==> src/rtl/brc_pkg.sv <==
package brc_pkg;

    localparam int OPC_W  = 8;
    localparam int MASK_W = 18;
    localparam int REG_LO = 3;
    localparam int REG_HI = 5;

    localparam int BT_USER      = 0;
    localparam int BT_KERNEL    = 1;
    localparam int BT_CALL      = 2;
    localparam int BT_RET       = 3;
    localparam int BT_SYSCALL   = 4;
    localparam int BT_SYSRET    = 5;
    localparam int BT_INT       = 6;
    localparam int BT_IRET      = 7;
    localparam int BT_JCC       = 8;
    localparam int BT_JMP       = 9;
    localparam int BT_IRQ       = 10;
    localparam int BT_IND_CALL  = 11;
    localparam int BT_ABORT     = 12;
    localparam int BT_IN_TX     = 13;
    localparam int BT_NO_TX     = 14;
    localparam int BT_ZERO_CALL = 15;
    localparam int BT_CSTACK    = 16;
    localparam int BT_IND_JMP   = 17;

    typedef logic [MASK_W-1:0] brtype_t;
    typedef logic [OPC_W-1:0]  opc_t;

    typedef struct packed {
        opc_t first;
        opc_t second;
        logic [REG_HI-REG_LO:0] reg_field;
        logic imm_zero;
    } insn_view_t;

    typedef struct packed {
        logic addr_zero;
        logic abort;
        logic fetch_ok;
        logic src_kernel;
        logic dst_kernel;
    } xfer_ctx_t;

    function automatic brtype_t bt_bit(input int pos);
        brtype_t m;
        m = '0;
        m[pos] = 1'b1;
        return m;
    endfunction

    function automatic brtype_t priv_bit(input logic kernel);
        return kernel ? bt_bit(BT_KERNEL) : bt_bit(BT_USER);
    endfunction

endpackage

==> src/rtl/brc_opcode_decode.sv <==
module brc_opcode_decode
    import brc_pkg::*;
(
    input  insn_view_t insn,
    output brtype_t    cls
);
    brtype_t esc_cls;
    brtype_t grp_cls;

    always_comb begin
        case (insn.second) inside
            8'h05, 8'h34:   esc_cls = bt_bit(BT_SYSCALL);
            8'h07, 8'h35:   esc_cls = bt_bit(BT_SYSRET);
            [8'h80:8'h8F]:  esc_cls = bt_bit(BT_JCC);
            default:        esc_cls = '0;
        endcase
    end

    always_comb begin
        case (insn.reg_field)
            3'd2, 3'd3: grp_cls = bt_bit(BT_IND_CALL);
            3'd4, 3'd5: grp_cls = bt_bit(BT_IND_JMP);
            default:    grp_cls = '0;
        endcase
    end

    always_comb begin
        case (insn.first) inside
            8'h0F:                        cls = esc_cls;
            [8'h70:8'h7F], [8'hE0:8'hE3]: cls = bt_bit(BT_JCC);
            8'hC2, 8'hC3, 8'hCA, 8'hCB:   cls = bt_bit(BT_RET);
            8'hCF:                        cls = bt_bit(BT_IRET);
            [8'hCC:8'hCE]:                cls = bt_bit(BT_INT);
            8'hE8:                        cls = insn.imm_zero ? bt_bit(BT_ZERO_CALL)
                                                              : bt_bit(BT_CALL);
            8'h9A:                        cls = bt_bit(BT_CALL);
            [8'hE9:8'hEB]:                cls = bt_bit(BT_JMP);
            8'hFF:                        cls = grp_cls;
            default:                      cls = '0;
        endcase
    end

    always_comb begin
        a_r9_decode_single: assert ($countones(cls) <= 1);
    end
endmodule

==> src/rtl/brc_priv_merge.sv <==
module brc_priv_merge
    import brc_pkg::*;
(
    input  xfer_ctx_t ctx,
    input  brtype_t   cls,
    output brtype_t   result
);
    logic    ring_up;
    logic    gate_kept;
    brtype_t ring_cls;

    assign ring_up   = !ctx.src_kernel && ctx.dst_kernel;
    assign gate_kept = cls[BT_SYSCALL] || cls[BT_INT];

    always_comb begin
        ring_cls = cls;
        if (ring_up && !gate_kept)
            ring_cls = bt_bit(BT_IRQ);
    end

    always_comb begin
        if (ctx.addr_zero)
            result = '0;
        else if (ctx.abort)
            result = bt_bit(BT_ABORT) | priv_bit(ctx.dst_kernel);
        else if (!ctx.fetch_ok)
            result = bt_bit(BT_ABORT);
        else if (ring_cls == '0)
            result = '0;
        else
            result = ring_cls | priv_bit(ctx.dst_kernel);
    end

    always_comb begin
        a_r10_one_class: assert ($countones(result[MASK_W-1:2]) <= 1);
        a_r11_one_priv:  assert ($onehot0(result[1:0]));
    end
endmodule

==> src/rtl/brc_classifier.sv <==
module brc_classifier
    import brc_pkg::*;
(
    input  logic              clk,
    input  logic              rst,
    input  logic              in_valid,
    input  logic [OPC_W-1:0]  op_first,
    input  logic [OPC_W-1:0]  op_second,
    input  logic [OPC_W-1:0]  modrm,
    input  logic              imm_is_zero,
    input  logic              bytes_ok,
    input  logic              abort_flag,
    input  logic              src_addr_zero,
    input  logic              dst_addr_zero,
    input  logic              src_kernel,
    input  logic              dst_kernel,
    output logic              out_valid,
    output logic [MASK_W-1:0] type_mask
);
    insn_view_t insn;
    xfer_ctx_t  ctx;
    brtype_t    cls;
    brtype_t    next_mask;
    logic       unused_modrm;

    assign unused_modrm = ^{modrm[OPC_W-1:REG_HI+1], modrm[REG_LO-1:0]};

    assign insn = '{first: op_first, second: op_second,
                    reg_field: modrm[REG_HI:REG_LO], imm_zero: imm_is_zero};
    assign ctx  = '{addr_zero: src_addr_zero || dst_addr_zero, abort: abort_flag,
                    fetch_ok: bytes_ok, src_kernel: src_kernel, dst_kernel: dst_kernel};

    brc_opcode_decode u_decode (.insn(insn), .cls(cls));
    brc_priv_merge    u_merge  (.ctx(ctx), .cls(cls), .result(next_mask));

    always_ff @(posedge clk) begin
        if (rst) begin
            out_valid <= 1'b0;
            type_mask <= '0;
        end else begin
            out_valid <= in_valid;
            if (in_valid)
                type_mask <= next_mask;
        end
    end

    a_r12_valid_follows: assert property (@(posedge clk) disable iff (rst)
        in_valid |=> out_valid);
    a_r12_valid_drops: assert property (@(posedge clk) disable iff (rst)
        !in_valid |=> !out_valid);
    a_r12_mask_holds: assert property (@(posedge clk) disable iff (rst)
        !in_valid |=> $stable(type_mask));
    a_r2_zero_addr: assert property (@(posedge clk) disable iff (rst)
        (in_valid && (src_addr_zero || dst_addr_zero)) |=> (type_mask == '0));
    a_r3_abort_tag: assert property (@(posedge clk) disable iff (rst)
        (in_valid && !src_addr_zero && !dst_addr_zero && abort_flag)
        |=> (type_mask[BT_ABORT] && $countones(type_mask) == 2));
    a_r11_priv_pair: assert property (@(posedge clk) disable iff (rst)
        out_valid |-> $onehot0(type_mask[1:0]));
endmodule

==> config.mk <==
export PLATFORM = sky130hd
export DESIGN_NAME = brc_classifier
export DESIGN_NICKNAME = d
export VERILOG_FILES = /design/src/rtl/brc_pkg.sv /design/src/rtl/brc_opcode_decode.sv /design/src/rtl/brc_priv_merge.sv /design/src/rtl/brc_classifier.sv
export SDC_FILE = /design/constraint.sdc
export NUM_CORES = 1
export LEC_CHECK = 0
export ABC_AREA = 1
export CAP_MARGIN = 10
export CORE_AREA = 2 2 67 50
export DETAILED_ROUTE_END_ITERATION = 10
export DIE_AREA = 0 0 69 52
export DONT_BUFFER_PORTS = 1
export PLACE_DENSITY = 0.69
export SYNTH_ARGS = -nofsm -noshare
export SYNTH_HDL_FRONTEND = slang
export SYNTH_HIERARCHICAL = 1
export SYNTH_SLANG_ARGS = --single-unit
==> constraint.sdc <==
create_clock -name clk -period 1.95 [get_ports clk]
set_input_delay 0.2925 -clock clk [delete_from_list [all_inputs] [get_ports clk]]
set_output_delay 0.2925 -clock clk [all_outputs]
set_load 0.02 [all_outputs]
==> reports/results.ini <==
[synthesis]
synth_cell_types = 22
syn_area_um2 = 1560
synthSimpleGateAreaFrac_pct = 52.0
syn_inst = 282
synth_xor_xnor_area_share_pct = 0
synth_top_family_by_area = simple AND/OR/NAND/NOR gates
synth_mux_area_share_pct = 0
ys_async_sr_fraction_pct = 0
synth-seq-cells = 19
synth-adder-area-share_pct = 0
ys.flop_type = dfxtp_1
synth_edf_count = 0
synth_compound_area_share_pct = 2.56
yosysSeqAreaShare_pct = 24.3
yosys_warnings = 6
syn_area_per_cell_um2 = 5.54

[sta]
skew_ns = 0
grt_setup_unrepaired = false
setup_viol = 0
setup_ws_ns = 0.234
fmax_mhz = 583
fin_crit_ns = 1.72
final.period_utilization_pct = 88.0
tns_ns = 0
finalHoldViolCount = 0
report.final.slew_viol_count = 0

[die]
initial_utilization_pct = 52.5
die_x_um = 69
die_area_um2 = 3590
io_pins = 53
die_y_um = 52
row_count = 17
core-area_um2 = 2980

[finish]
ff_latch_area_um2 = 380
drive_above_1_share_pct = 19.0
fin_area_um2 = 1720
final_common_cell = nor2_1
areaGrowthSynthToFinish_pct = 10.2
multi_input_area_um2 = 897
final_cell_mix = nor2_1 (73), nand2_1 (67), inv_1 (48)
fillCellCount = 324
num_antenna_cells = 0
finalNetCount = 335

[critical_path]
crit_start = op_second[7]
crit_end = type_mask[1]$_SDFFE_PP0P_
worst-path-max-fanout = 5
timing.rr.end = type_mask[12]$_SDFFE_PP0P_
rr_worst_depth = 2
rrSetupSlack_ns = 1.25
cp.required_ns = 2.10
crit_type = primary input to register
cp-start-kind = primary input
r2r_start = type_mask[12]$_SDFFE_PP0P_
crit_path_end_kind = register
critPathArrivalTime_ns = 1.87

[global_route]
grt_overflow_total = 0
grt_max_degree = 38
grt_pass1_vias = 1318
grt_pass1_wl_mm = 5.28
gr-usage-all-layers_pct = 18.1
antenna_found_initial = 0

[drt]
antenna_left = 0
routed_wirelength_mm = 3.15
viasPerCell = 4.52
vias = 1529
drt_iter0_markers = 49
wl_per_cell_um = 9.30
firstDrtPassIters = 5
remaining_drc_errors = 0

[power]
ir_worst_vdd_v = 0.000355
pwr_density_cell_nw_per_um2 = 503
power_w = 0.000867
power_leakage_nw = 0.828

[clocking]
clockRootBuffer = clkbuf_8
cts_sinks = 19
cts_tree = yes
path_clk_slew_ns = 0.07
worst_skew_pair.late_latency_ns = 0.25
cts_buffer_depth = 2
cts_made_buffers = 3
htree_levels = 1

[job]
drv_cap = 0

[placed_design]
place_hpwl_mm = 2.48
post-place-ws_ns = -0.152
numPortBuffers = 0
post_dp_cell_area_um2 = 1650
gp_congestion = 0.805

[worst_hold_path]
hold_class = primary input to register

[run_status]
status = completed

flip-flops by register name (all words and copies together) (netlist names):
name       flops
out_valid      1
type_mask     18
where the power goes:
part           internal (W)  switching [W]  leakage [nW]
Combinational     0.0000664      0.0000849         0.649
Sequential         0.000408      0.0000367         0.157
Clock              0.000145       0.000126        0.0228
what timing repair did:
action,4_1_cts,5_1_grt
gates resized for setup,0,4
hold buffers,0,0
hold endpoints to repair,0,0
setup buffers,0,2
endpoints found under the setup margin,0,13
critical path: stages:
cell     delay (ns)
inv_1          0.03
nand2_1        0.09
nor2_2         0.05
nand3_1        0.12
a21oi_2        0.08
nor2_1         0.22
nand2_2        0.13
nand2_1        0.11
nand2_1        0.08
nor2_2         0.11
nand3_2        0.13
buf_4          0.16
nand2_1        0.05
a21oi_1        0.06
inv_1          0.05
nand2_1        0.04
nand2_1        0.05
nor2_1         0.04
worst min path at each step:
stage               from                    to  slack [ns]  cells past startpoint
floorplan            rst  out_valid$_SDFF_PP0_        0.36                      1
global placement     rst  out_valid$_SDFF_PP0_        0.36                      1
detailed placement   rst  out_valid$_SDFF_PP0_        0.37                      1
CTS                  rst  out_valid$_SDFF_PP0_        0.09                      1
global route         rst  out_valid$_SDFF_PP0_        0.09                      1
finish               rst  out_valid$_SDFF_PP0_         0.1                      1
per-stage QoR:
stage               util [%]  hold WS (ns)  std cells
floorplan                  -         0.364        288
global placement        55.3         0.365        331
detailed placement      55.3         0.367        331
CTS                     56.8        0.0920        335
global route            57.9        0.0880        338
finish                  57.9        0.0982        338
layout make-up:
type	count	share of cell area, %
tap	38	2.76
timing repair buffer	21	9.15
multi-input combinational	204	52.1
inverter	52	11.3
sequential	19	22.1
clock buffer	4	2.61
synth_stat cells (2+ instances only):
cell type / number / area (um2)
a21oi_1: 6 / 30.0
nor2_1: 75 / 282
o21ai_0: 2 / 10.0
inv_2: 3 / 11.3
dfxtp_1: 19 / 380
nand3_1: 10 / 50.1
buf_4: 8 / 60.1
buf_6: 4 / 45.0
inv_1: 48 / 180
nor3_1: 2 / 10.0
nand2_1: 66 / 248
nand4_1: 6 / 37.5
nor2_2: 12 / 75.1
nand2_2: 13 / 81.3
kinds of logic after synthesis:
logic type,count (synthesis)
simple gates,188
other cells,1
buf+inv,66
flops,19
compound gates,8
metal layers:
metal	track usage [%]	share of wire, %
met2	30.4	43
met1	23.4	50
met5	0	0
met4	4.90	1.1
met3	4.46	5.6
Note: power is estimated with default switching activity, not from simulation.
